### src/rtl/rht_pkg.sv
package rht_pkg;
  localparam int MODE_W = 3;

  localparam logic [MODE_W-1:0] OSC_LP    = 3'd0;
  localparam logic [MODE_W-1:0] OSC_XT    = 3'd1;
  localparam logic [MODE_W-1:0] OSC_HS    = 3'd2;
  localparam logic [MODE_W-1:0] OSC_EC    = 3'd3;
  localparam logic [MODE_W-1:0] OSC_INTRC = 3'd4;
  localparam logic [MODE_W-1:0] OSC_EXTRC = 3'd5;

  // Modes whose clock needs no restart time may use the short delay after power-on.
  function automatic logic short_ok(input logic [MODE_W-1:0] m);
    return (m == OSC_EC) || (m == OSC_INTRC) || (m == OSC_EXTRC);
  endfunction
endpackage

### src/rtl/rht_delay_select.sv
module rht_delay_select #(
  parameter int LONG_TICKS  = 40,
  parameter int SHORT_TICKS = 3,
  parameter int CW          = 6
) (
  input  logic [rht_pkg::MODE_W-1:0] mode_i,
  input  logic                       first_done_i,
  output logic [CW-1:0]              limit_o
);
  import rht_pkg::*;

  always_comb begin
    limit_o = (short_ok(mode_i) && first_done_i) ? CW'(SHORT_TICKS) : CW'(LONG_TICKS);
  end

  always_comb begin
    if (mode_i inside {OSC_LP, OSC_XT, OSC_HS, 3'd6, 3'd7})
      assert_crystal_long_R4: assert (limit_o == CW'(LONG_TICKS));
    if (!first_done_i)
      assert_first_long_R9: assert (limit_o == CW'(LONG_TICKS));
  end
endmodule

### src/rtl/rht_hold_counter.sv
module rht_hold_counter #(
  parameter int CW = 6
) (
  input  logic          clk,
  input  logic          rst,
  input  logic          restart_i,
  input  logic [CW-1:0] limit_i,
  output logic          hold_o,
  output logic          release_o
);
  logic [CW-1:0] cnt_q;
  logic          hold_q;
  logic          at_end;

  // >= keeps the counter safe if the limit shrinks mid-count
  assign at_end    = (cnt_q >= (limit_i - CW'(1)));
  assign release_o = hold_q && !restart_i && at_end;
  assign hold_o    = hold_q;

  always_ff @(posedge clk) begin
    if (rst || restart_i) begin
      cnt_q  <= '0;
      hold_q <= 1'b1;
    end else if (hold_q) begin
      if (at_end) begin
        cnt_q  <= '0;
        hold_q <= 1'b0;
      end else begin
        cnt_q <= cnt_q + CW'(1);
      end
    end
  end

  assert_restart_clears_R5: assert property (@(posedge clk) disable iff (rst)
    restart_i |=> (hold_q && cnt_q == '0));
  assert_release_at_limit_R2: assert property (@(posedge clk) disable iff (rst)
    (hold_q && !restart_i && cnt_q == limit_i - CW'(1)) |=> !hold_q);
  assert_stay_released_R10: assert property (@(posedge clk) disable iff (rst)
    (!hold_q && !restart_i) |=> !hold_q);
  assert_counting_advances_R8: assert property (@(posedge clk) disable iff (rst)
    (hold_q && !restart_i && !at_end) |=> (hold_q && cnt_q == $past(cnt_q) + CW'(1)));
endmodule

### src/rtl/rst_hold_timer.sv
module rst_hold_timer #(
  parameter int LONG_TICKS  = 40,
  parameter int SHORT_TICKS = 3
) (
  input  logic       clk,
  input  logic       por_pulse,
  input  logic       ext_clr,
  input  logic       wdt_wake,
  input  logic       pinchg_wake,
  input  logic [2:0] osc_mode,
  output logic       core_rst
);
  localparam int CW = $clog2(LONG_TICKS + 1);

  logic          first_done_q;
  logic          restart;
  logic          release_evt;
  logic [CW-1:0] limit;

  assign restart = ext_clr || wdt_wake || pinchg_wake;

  rht_delay_select #(
    .LONG_TICKS (LONG_TICKS),
    .SHORT_TICKS(SHORT_TICKS),
    .CW         (CW)
  ) sel_i (
    .mode_i      (osc_mode),
    .first_done_i(first_done_q),
    .limit_o     (limit)
  );

  rht_hold_counter #(
    .CW(CW)
  ) cnt_i (
    .clk      (clk),
    .rst      (por_pulse),
    .restart_i(restart),
    .limit_i  (limit),
    .hold_o   (core_rst),
    .release_o(release_evt)
  );

  always_ff @(posedge clk) begin
    if (por_pulse)
      first_done_q <= 1'b0;
    else if (release_evt)
      first_done_q <= 1'b1;
  end

  assert_por_holds_R1: assert property (@(posedge clk)
    por_pulse |=> (core_rst && !first_done_q));
  assert_flag_sticky_R9: assert property (@(posedge clk) disable iff (por_pulse)
    first_done_q |=> first_done_q);
  assert_wdt_restarts_R6: assert property (@(posedge clk) disable iff (por_pulse)
    wdt_wake |=> core_rst);
  assert_pin_restarts_R7: assert property (@(posedge clk) disable iff (por_pulse)
    pinchg_wake |=> core_rst);
  assert_flag_on_release_R9: assert property (@(posedge clk) disable iff (por_pulse)
    $rose(first_done_q) |-> $fell(core_rst));
endmodule

### config.mk
export PLATFORM = sky130hd
export DESIGN_NAME = rst_hold_timer
export DESIGN_NICKNAME = d
export VERILOG_FILES = /design/src/rtl/rht_pkg.sv /design/src/rtl/rht_delay_select.sv /design/src/rtl/rht_hold_counter.sv /design/src/rtl/rst_hold_timer.sv
export SDC_FILE = /design/constraint.sdc
export NUM_CORES = 1
export LEC_CHECK = 0
export ABC_AREA = 1
export BUFFER_PORTS_ARGS = -buffer_cell sky130_fd_sc_hd__buf_4
export CAP_MARGIN = 40
export CORE_AREA = 3 3 40 42
export CTS_CLUSTER_DIAMETER = 150
export DETAILED_ROUTE_END_ITERATION = 8
export DIE_AREA = 0 0 43 45
export PLACE_DENSITY = 0.66
export REMOVE_ABC_BUFFERS = 1
export SLEW_MARGIN = 20
export SYNTH_ARGS = -nofsm -noshare
export SYNTH_HDL_FRONTEND = slang
export SYNTH_SLANG_ARGS = --single-unit
### constraint.sdc
create_clock -name clk -period 2.2 [get_ports clk]
set_input_delay 0.11 -clock clk [delete_from_list [all_inputs] [get_ports clk]]
set_output_delay 0.11 -clock clk [all_outputs]
set_load 0.01 [all_outputs]
# ---- Yosys cells after proc, flatten, opt, wreduce, memory -nomap -nowiden
# Index checks and enable logic that the tools add are counted.
dict set report classes {
  n_addsub 2
  n_lt_le_gt_ge 1
  eq_ne 3
  muxes 4
  n_reduce_logical 9
}
# cell n
set ops {}
lappend ops {{two-way mux 6 bit} 2}
lappend ops {{adder 6 x 1 -> 6 bit (second input constant)} 1}
lappend ops {{== test 3 bit (second input constant)} 2}
lappend ops {{greater-or-equal comparator 6 bit} 1}
lappend ops {{subtractor 6 x 1 -> 6 bit (second input constant)} 1}
lappend ops {{logical OR 1 bit} 5}
lappend ops {{== test 3 x 2 -> 1 bit (second input constant)} 1}
lappend ops {{logical AND 1 bit} 3}
lappend ops {{two-way mux 1 bit} 2}
lappend ops {{zero test 1 bit} 1}
dict set report word_totals {
  regBits 8
  wordCells 22
}

# ---- Logic depth before layout (Yosys ltp)
# Gate-level depths: netlist of the first run.
dict set report logic_depth {
  depth_word 9
  depth_mapped 12
  mapped_depth_nobuf 12
}

# ---- Hierarchy
# From an unflattened synthesis of the first run, not the netlist that was laid out.
dict set report hier_totals {
  hier_cells 96
  hier_area_um2 666.9
}
# mod instances cells_each area_per_inst_um2
set modules_own_cells {}
lappend modules_own_cells {rht_hold_counter 1 77 561.8}
lappend modules_own_cells {rht_delay_select 1 13 66.3}
lappend modules_own_cells {rst_hold_timer 1 6 38.8}

# ---- Worst setup path after synthesis of the first run
# OpenSTA, ideal clock, no wires.
dict set report synth_timing {
  path_kind {reg2reg}
  from {reg first_done_q}
  to {reg cnt_i.cnt_q[5]}
  setup_time_ns 0.115
  t_arrival_ns 1.481
  t_required_ns 2.085
  path_slack_ns 0.604
  path_stages_with_launch 12
  cell_sequence {dfxtp_1 -> inv_1 -> a211oi_1 -> inv_1 -> ha_1 -> inv_1 -> a21oi_1 -> nand2_1 -> nand2_1 -> nand2_1 -> nand2_1 -> nor2_2}
}
dict set report synth_via {
  elab_chain_cells 5
}
# item line
set synth_rtl {}
lappend synth_rtl {{from (decl)} rst_hold_timer.sv:15} ;# logic first_done_q;
lappend synth_rtl {{from (signal assigned)} rst_hold_timer.sv:45} ;# first_done_q <= 1'b0;
lappend synth_rtl {{from (signal assigned)} rst_hold_timer.sv:47} ;# first_done_q <= 1'b1;
lappend synth_rtl {{logical AND 1 bit} rht_delay_select.sv:13} ;# limit_o = (short_ok(mode_i) && first_done_i) ? CW'(SHORT_TICKS) : CW'(LONG_TICKS);
lappend synth_rtl {{two-way mux 6 bit} rht_delay_select.sv:13}
lappend synth_rtl {{subtractor 6 x 1 -> 6 bit} rht_hold_counter.sv:16} ;# assign at_end = (cnt_q >= (limit_i - CW'(1)));
lappend synth_rtl {{greater-or-equal comparator 6 bit} rht_hold_counter.sv:16}
lappend synth_rtl {{two-way mux 6 bit} rht_hold_counter.sv:25} ;# if (at_end) begin
lappend synth_rtl {{to (signal assigned)} rht_hold_counter.sv:29} ;# cnt_q <= cnt_q + CW'(1);
lappend synth_rtl {{to (decl)} rht_hold_counter.sv:11} ;# logic [CW-1:0] cnt_q;
# No other way between the ends.
# A chain may end at the register's enable or synchronous reset.

# ---- Final worst setup path of the first run
dict set report layout_timing {
  from {reg first_done_q}
  to {reg cnt_i.cnt_q[3]}
}
# Same word-level chain as after synthesis.

==> results of run 1 <==
[critical path, stage by stage (launching register included)]
cell and delay [ns]:
dfxtp_1 0.32, inv_1 0.04, a211oi_1 0.39, ha_1 0.33, or2_0 0.21, nand2_1 0.12, nand2_1 0.07, nand2_1 0.07
nand2_1 0.11, nor2_1 0.12
[cell usage after synthesis]
cell type | instances | area share
nand3_2 | 1 | 0.022
nand2_1 | 15 | 0.12
a21oi_1 | 4 | 0.044
dfxtp_1 | 8 | 0.35
xnor2_1 | 1 | 0.019
nor3_1 | 1 | 0.011
nand4_1 | 2 | 0.028
nand2_2 | 1 | 0.014
inv_1 | 10 | 0.083
o21ai_0 | 1 | 0.011
a211oi_1 | 1 | 0.017
xor2_1 | 3 | 0.058
nor2_2 | 2 | 0.028
nand3_1 | 1 | 0.011
ha_1 | 4 | 0.11
or2_0 | 1 | 0.014
nor2_1 | 6 | 0.050
[area by class of cell]
cell class / instances / area [um2] / area share
well taps: 15 / 18.8 / 0.0339
multi-input cells: 44 / 254 / 0.459
inverters: 10 / 37.5 / 0.0679
clock buffers: 3 / 22.5 / 0.0407
flip-flops and latches: 8 / 160 / 0.290
repair buffers: 8 / 60.1 / 0.109
[routing by layer]
layer | GRT usage | vias up | part of all wire
li1 | - | 220 | -
met1 | 0.134 | 179 | 0.44
met2 | 0.210 | 11 | 0.48
met3 | 0.0159 | 3 | 0.049
met4 | 0.108 | 0 | 0.029
met5 | 0 | - | 0
[stage by stage]
step	worst slack (ns)	instance area, um2	power [mW]	hold slack, ns	cells
6_report	0.344	553	0.275	0.123	88
3_3_place_gp	0.400	531	0.166	0.381	85
4_1_cts	0.332	553	0.279	0.124	88
3_5_place_dp	0.359	531	0.166	0.396	85
5_1_grt	0.0958	553	0.284	0.169	88
2_1_floorplan	0.604	452	0.156	0.277	62
[state kept, by name, indices dropped and copies added, names as in the netlist]
register / count
cnt_i.hold_o: 1
first_done_q: 1
cnt_i.cnt_q: 6
[cells by family after synthesis]
group	count (synthesis)	share of synthesized area
adders and majority gates	4	0.111
DFF	8	0.355
AOI/OAI and AO/OA	6	0.0720
xor gates and xnor gates	4	0.0776
buffers and inverters	10	0.0831
and+or+nand+nor	30	0.302
[path summary, 6_finish.rpt]
path | endpoint | slack (ns) | depth (start not counted)
hold / removal | first_done_q | 0.12 | 4
setup / recovery | cnt_i.cnt_q[3] | 0.34 | 9
hold reg to reg | first_done_q | 0.46 | 2
setup reg to reg | cnt_i.cnt_q[3] | 0.34 | 9
[power groups by stage]
stage	sequential (mW)	combinational, mW	clock (mW)
floorplan	0.149	0.00652	0
CTS	0.146	0.0170	0.116
finish	0.146	0.0168	0.112
detailed placement	0.149	0.0170	0
global route	0.146	0.0195	0.119
global placement	0.149	0.0164	0
==> impl_summary.log, run 1 <==
INFO  metric synth.cell_area = 452 um2
INFO  metric power_density = just under 500 nW/um2
INFO  metric cts.path.max_buffers = 2
INFO  metric cts.repair.resized = 0
INFO  metric tns = 0 ns
INFO  metric dr.pass1.iters = 4
INFO  metric peakVddDrop = 0.187 mV
INFO  metric startpoint_type = flip-flop
INFO  metric placementRows = 13
INFO  metric grt_overflow = 0
INFO  metric drive_gt1_frac = 0.205
INFO  metric die_height = 45 um
INFO  metric worst_slew_margin_rel = 0.707
INFO  metric cts.root.buffer_cell = clkbuf_4
INFO  metric final-hold-violation-count = 0
INFO  metric numPortBuffers = 8
INFO  metric worstPathArrival = between 2 and 2.5 ns
INFO  metric power.share.switching = 0.206
INFO  metric postRouteWirelength = roughly 900 um
INFO  metric timing.setup.critical_path_class = flip-flop to flip-flop
INFO  metric layout_commonest_cell = nand2_1
INFO  metric wire_length_of_the_first_global_routing_pass = 1700 um
INFO  metric ctsHtreeMaxLevel = 1
INFO  metric total_i_o_pin_count = 9
INFO  metric finalNetCount = 87
INFO  metric yosys.cell_types.count = 17
INFO  metric synth-seq-area-share = 0.355
INFO  metric cts_tree = yes
INFO  metric worstSkewPairLatency = around 0.26 ns
INFO  metric num_antenna_cells = 0
INFO  metric maximum_number_of_pins_on_one_net_before_global_route_repair = 9
INFO  metric worst_min_path_start = por_pulse
INFO  metric post_cts.repair.setup_buffers = 0
INFO  metric wl_per_cell = 10.2 um
INFO  metric worstPathRequired = 2.39 ns
INFO  metric floorplan.initialDensity = 0.352
INFO  metric finClkSkew = 0.00123 ns
INFO  metric min_path_type = input port to flip-flop
INFO  metric syn_area_per_cell = 7.29 um2
INFO  metric clk_pin_slew_worst_paths = 0.05 ns
INFO  metric timing.critical_path.fanout_max = 4
INFO  metric outcome = completed
INFO  metric regToRegStartpoint = first_done_q
INFO  metric dp_hpwl = roughly 700 um
INFO  metric worstMarginPinSlew = ~0.44 ns
INFO  metric power.leakage = 0.251 nW
INFO  metric synthCells = 62
INFO  metric p_switching = about 0.057 mW
INFO  metric grt_setup_unrepaired = false
INFO  metric design.die.area = 1940 um2
INFO  metric p_seq_frac = 0.531
INFO  metric launching_instance_or_port_of_the_critical_path = first_done_q
INFO  metric final.period_utilization = 0.844
INFO  metric cap_violations = 0
INFO  metric global_route.usage.total = 0.123
INFO  metric pwr-share-clk = 0.407
INFO  metric antenna_found_initial = 0
INFO  metric remaining_drc_errors = 0
INFO  metric die_width = 43 um
INFO  metric first_global_vias = approximately 400
INFO  metric finish.utilization = 0.430
INFO  metric core_area = 1280 um2
INFO  metric most-common-layout-cells = 15 x nand2_1, 10 x inv_1, 8 x dfxtp_1, 8 x buf_4, 6 x nor2_1
INFO  metric final_period_minus_worst_setup_slack = approximately 1.9 ns
INFO  metric end_kind = flip-flop
INFO  metric postSynthRegisterBits = 8
INFO  metric final-max-slew-violation-count = 0
INFO  metric avgViaCountPerCell = 4.69
INFO  metric vias = 413
INFO  metric fillers = 146
INFO  metric cts-hold-fix-buffers = 0
INFO  metric synth.yosys.warnings = 0
INFO  metric layout-area-overhead-vs-synth = 22.4%
INFO  metric power.share.combinational = 0.061
INFO  metric power_report.internal_total = 0.219 mW
INFO  metric cts_buffers = 3
INFO  metric clock_sinks = 8
INFO  metric routability_cong = between 0.7 and 0.8
INFO  metric max_freq = 539 MHz
INFO  metric antenna_left = 0
INFO  metric first_iter_violations = 5
INFO  metric final-setup-viol-count = 0
(Power assumes the default switching activity.)
==> inputs of run 2 (changes only) <==
--- a/config.mk
+++ b/config.mk
@@ -5,14 +5,14 @@
 export SDC_FILE = /design/constraint.sdc
 export NUM_CORES = 1
 export LEC_CHECK = 0
-export ABC_AREA = 1
+export ABC_AREA = 0
 export BUFFER_PORTS_ARGS = -buffer_cell sky130_fd_sc_hd__buf_4
 export CAP_MARGIN = 40
 export CORE_AREA = 3 3 40 42
 export CTS_CLUSTER_DIAMETER = 150
 export DETAILED_ROUTE_END_ITERATION = 8
 export DIE_AREA = 0 0 43 45
-export PLACE_DENSITY = 0.66
+export PLACE_DENSITY = 0.65
 export REMOVE_ABC_BUFFERS = 1
 export SLEW_MARGIN = 20
 export SYNTH_ARGS = -nofsm -noshare
==> constraint.sdc (replaced) <==
create_clock -name clk -period 1.8 [get_ports clk]
set_input_delay 0.09 -clock clk [delete_from_list [all_inputs] [get_ports clk]]
set_output_delay 0.09 -clock clk [all_outputs]
set_load 0.01 [all_outputs]
==> run 2 against run 1 <==
Critical path depth decreased by 4. Largest cell class unchanged. Largest power group unchanged. Routed wire length up 6.9%. Cell count shrank 15%. Critical endpoint is now first_done_q.
==> impl_summary.log, run 2 <==
INFO  metric routability_cong = 0.738 (+2.8%)
INFO  metric dp_hpwl = 729 um (+4.6%)
INFO  metric synth.yosys.warnings = 0 (unchanged)
INFO  metric synthCells = 47 (-24%)
INFO  metric die_height = 45 um (unchanged)
INFO  metric critical_path.max_stage_delay = 0.47 ns (+0.08 ns)
INFO  metric end_kind = flip-flop
INFO  metric cts.repair.resized = 0 (unchanged)
INFO  metric ctsHtreeMaxLevel = 1 (unchanged)
INFO  metric outcome = completed
INFO  metric power.share.switching = 0.195 (-0.0105)
INFO  metric grt_setup_unrepaired = false
INFO  metric cts_buffers = 3 (unchanged)
INFO  metric antenna_found_initial = 0 (unchanged)
INFO  metric layout_commonest_cell = buf_4
INFO  metric power.share.combinational = 0.066 (+0.005)
INFO  metric met2WireLength = 474 um (+11%)
INFO  metric peakVddDrop = 0.362 mV (+94%)
INFO  metric final-max-slew-violation-count = 0 (unchanged)
INFO  metric first_iter_violations = 5 (unchanged)
INFO  metric top_delay_family_on_crit_path = compound AO/OA/AOI/OAI gates
INFO  metric clock_sinks = 8 (unchanged)
INFO  metric startpoint_type = flip-flop
INFO  metric finClkSkew = 0.000602 ns (-0.000629 ns)
INFO  metric cap_violations = 0 (unchanged)
INFO  metric global_route.usage.total = 0.109 (-0.0135)
INFO  metric syn_area_per_cell = 9.40 um2 (+29%)
INFO  metric layout-area-overhead-vs-synth = 37.4%
INFO  metric p_switching = 0.0649 mW (+15%)
INFO  metric cts.root.buffer_cell = clkbuf_4
INFO  metric power_density = 548 nW/um2 (+10%)
INFO  metric max_freq = 573 MHz (+6.4%)
INFO  metric final_period_minus_worst_setup_slack = 1.74 ns (-0.112 ns)
INFO  metric ys_top_cells_by_area = dfxtp_1 36%, ha_1 11%, xor2_1 5.9%
INFO  metric synthMostInstantiatedCell = dfxtp_1
INFO  metric pwr-share-clk = 0.397 (-0.010)
INFO  metric critical_path.cell_chain = and2_4 > ha_4 > and4bb_1 > a311o_2 > a32o_1
INFO  metric clk_pin_slew_worst_paths = 0.05 ns (about the same)
INFO  metric final-hold-violation-count = 0 (unchanged)
INFO  metric top_register = cnt_i.cnt_q
INFO  metric synth.cell_area = 442 um2 (-2.2%)
INFO  metric place_area = 539 um2 (+1.7%)
INFO  metric final.period_utilization = 0.969 (+0.125)
INFO  metric postRouteWirelength = 958 um (+6.9%)
INFO  metric floorplan.initialDensity = 0.344 (-0.00779)
INFO  metric first_global_vias = 352 (-13%)
INFO  metric worstMarginPinSlew = 0.244 ns (-0.192 ns)
INFO  metric synth-seq-area-share = 0.363 (+0.00804)
INFO  metric vias = 398 (-3.6%)
INFO  metric dr.pass1.iters = 2 (-2)
INFO  metric die_width = 43 um (unchanged)
INFO  metric cp_max_stage_cell = a311o_2
INFO  metric final.setup.worst_slack = 0.0555 ns (-0.288 ns)
INFO  metric avgViaCountPerCell = 5.31 (+13%)
INFO  metric yosysTopAreaCellShare = 0.363 (+0.00804)
INFO  metric worstSkewPairLatency = 0.25 ns (about the same)
INFO  metric path_buf_inv = 0 (-1)
INFO  metric design_power_total = 0.333 mW (+21%)
INFO  metric largest_register_ff_count = 6 (unchanged)
INFO  metric finalNetCount = 74 (-15%)
INFO  metric pre_cts_ws = -0.0308 ns (-0.389 ns)
INFO  metric min_path_type = input port to flip-flop
INFO  metric cts-hold-fix-buffers = 0 (unchanged)
INFO  metric ys_async_sr_fraction = 0 (unchanged)
INFO  metric p_seq_frac = 0.537 (+0.006)
INFO  metric timing.critical_path.fanout_max = 6 (+2)
INFO  metric postSynthRegisterBits = 8 (unchanged)
INFO  metric power.leakage = 0.239 nW (-4.7%)
INFO  metric placementRows = 13 (unchanged)
INFO  metric routed-wl-met3 = 37 um (-16%)
INFO  metric power_report.internal_total = 0.268 mW (+23%)
INFO  metric grt_overflow = 0 (unchanged)
INFO  metric cts.path.max_buffers = 2 (unchanged)
INFO  metric wl_per_cell = 12.8 um (+25%)
INFO  metric met1_wl = 429 um (+7.8%)
INFO  metric design.die.area = 1940 um2 (unchanged)
INFO  metric final-setup-viol-count = 0 (unchanged)
INFO  metric timing.setup.critical_path_class = flip-flop to flip-flop
INFO  metric yosys.cell_types.count = 21 (+4)
INFO  metric top_signal_layer_used = met4
INFO  metric remaining_drc_errors = 0 (unchanged)
INFO  metric most-common-layout-cells = 10 x buf_4, 7 x dfxtp_1, 4 x nand2_1, 4 x nand3_1
INFO  metric wire_length_of_the_first_global_routing_pass = 1510 um (-11%)
INFO  metric drive_gt1_frac = 0.383 (+0.178)
INFO  metric numPortBuffers = 8 (unchanged)
INFO  metric total_i_o_pin_count = 9 (unchanged)
INFO  metric antenna_left = 0 (unchanged)
INFO  metric fillers = 133 (-8.9%)
INFO  metric num_antenna_cells = 0 (unchanged)
INFO  metric synth_flop_cell = dfxtp_1
INFO  metric worst_slew_margin_rel = 0.837 (+0.130)
INFO  metric finish.instance_area = 607 um2 (+9.7%)
INFO  metric synth_edf_count = 0 (unchanged)
INFO  metric post_synth_most_frequent_cells = 8 x dfxtp_1, 4 x ha_1, 4 x nand2_1, 4 x nand3_1, 4 x o21ai_0
INFO  metric cts_tree = yes
INFO  metric synthDominantAreaCellType = dfxtp_1
INFO  metric core_area = 1280 um2 (unchanged)
INFO  metric post_cts.repair.setup_buffers = 0 (unchanged)
INFO  metric worstPathArrival = 1.88 ns (-0.17 ns)
INFO  metric worstPathRequired = 1.94 ns (-0.45 ns)
INFO  metric maximum_number_of_pins_on_one_net_before_global_route_repair = 12 (+3)
-- run 2: changes by cell type after synthesis, moves of 3 or more --
| cell | delta |
|---|---|
| a21oi_1 | -4 |
| inv_1 | -7 |
| nand2_1 | -11 |
| nand3_1 | +3 |
| nor2_1 | -6 |
| o21ai_0 | +3 |
-- run 2: layout make-up --
cell class | instances | area, um2 | share of cell area
Multi-Input combinational cell | 35 | 307 | 0.505
Tap cell | 15 | 18.8 | 0.0309
Inverter | 3 | 11.3 | 0.0186
Timing Repair Buffer | 11 | 86.3 | 0.142
Sequential cell | 8 | 161 | 0.266
Clock buffer | 3 | 22.5 | 0.0371
-- run 2: worst reg2reg max path: cells and delay by family, from the launching register on --
family | cells | cell delay, ns
fa+ha+maj | 1 | 0.23
flops | 1 | 0.32
compound gates | 2 | 0.74
simple gates | 2 | 0.34
-- run 2: power by group through the flow --
| stage | registers, mW | clock network (mW) | logic (mW) |
|---|---|---|---|
| after global placement | 0.182 | 0 | 0.0210 |
| after detailed placement | 0.182 | 0 | 0.0215 |
| after floorplan | 0.182 | 0 | 0.00655 |
| final | 0.179 | 0.132 | 0.0220 |
| after global routing | 0.179 | 0.153 | 0.0251 |
| after CTS | 0.179 | 0.140 | 0.0215 |
-- run 2: metrics by stage --
stage,hold slack [ns],setup TNS [ns],instances,util
floorplan,0.251,0,46,-
global placement,0.391,-0.0112,72,0.420
detailed placement,0.393,-0.0792,72,0.420
CTS,0.130,0,75,0.437
global route,0.125,0,75,0.472
finish,0.135,0,75,0.472
-- run 2: worst paths after layout --
path                start           end  slack, ns  cells past startpoint
min reg2reg  first_done_q  first_done_q       0.48                      1
max reg2reg  first_done_q  first_done_q       0.06                      5
min             por_pulse  first_done_q       0.13                      3
max          first_done_q  first_done_q       0.06                      5
-- run 2: metal layers --
metal  track usage  vias up
li1              -      205
met3        0.0598        2
met5             0        -
met2         0.159        7
met4        0.0542        0
met1         0.131      184
-- run 2: kinds of logic after synthesis --
group / after synthesis / share of synthesized area
DFF: 8 / 0.363
and+or+nand+nor: 16 / 0.210
adders and majority gates: 4 / 0.113
xor gates and xnor gates: 3 / 0.0595
AOI/OAI and AO/OA: 11 / 0.198
buffers and inverters: 4 / 0.0340
muxes: 1 / 0.0227
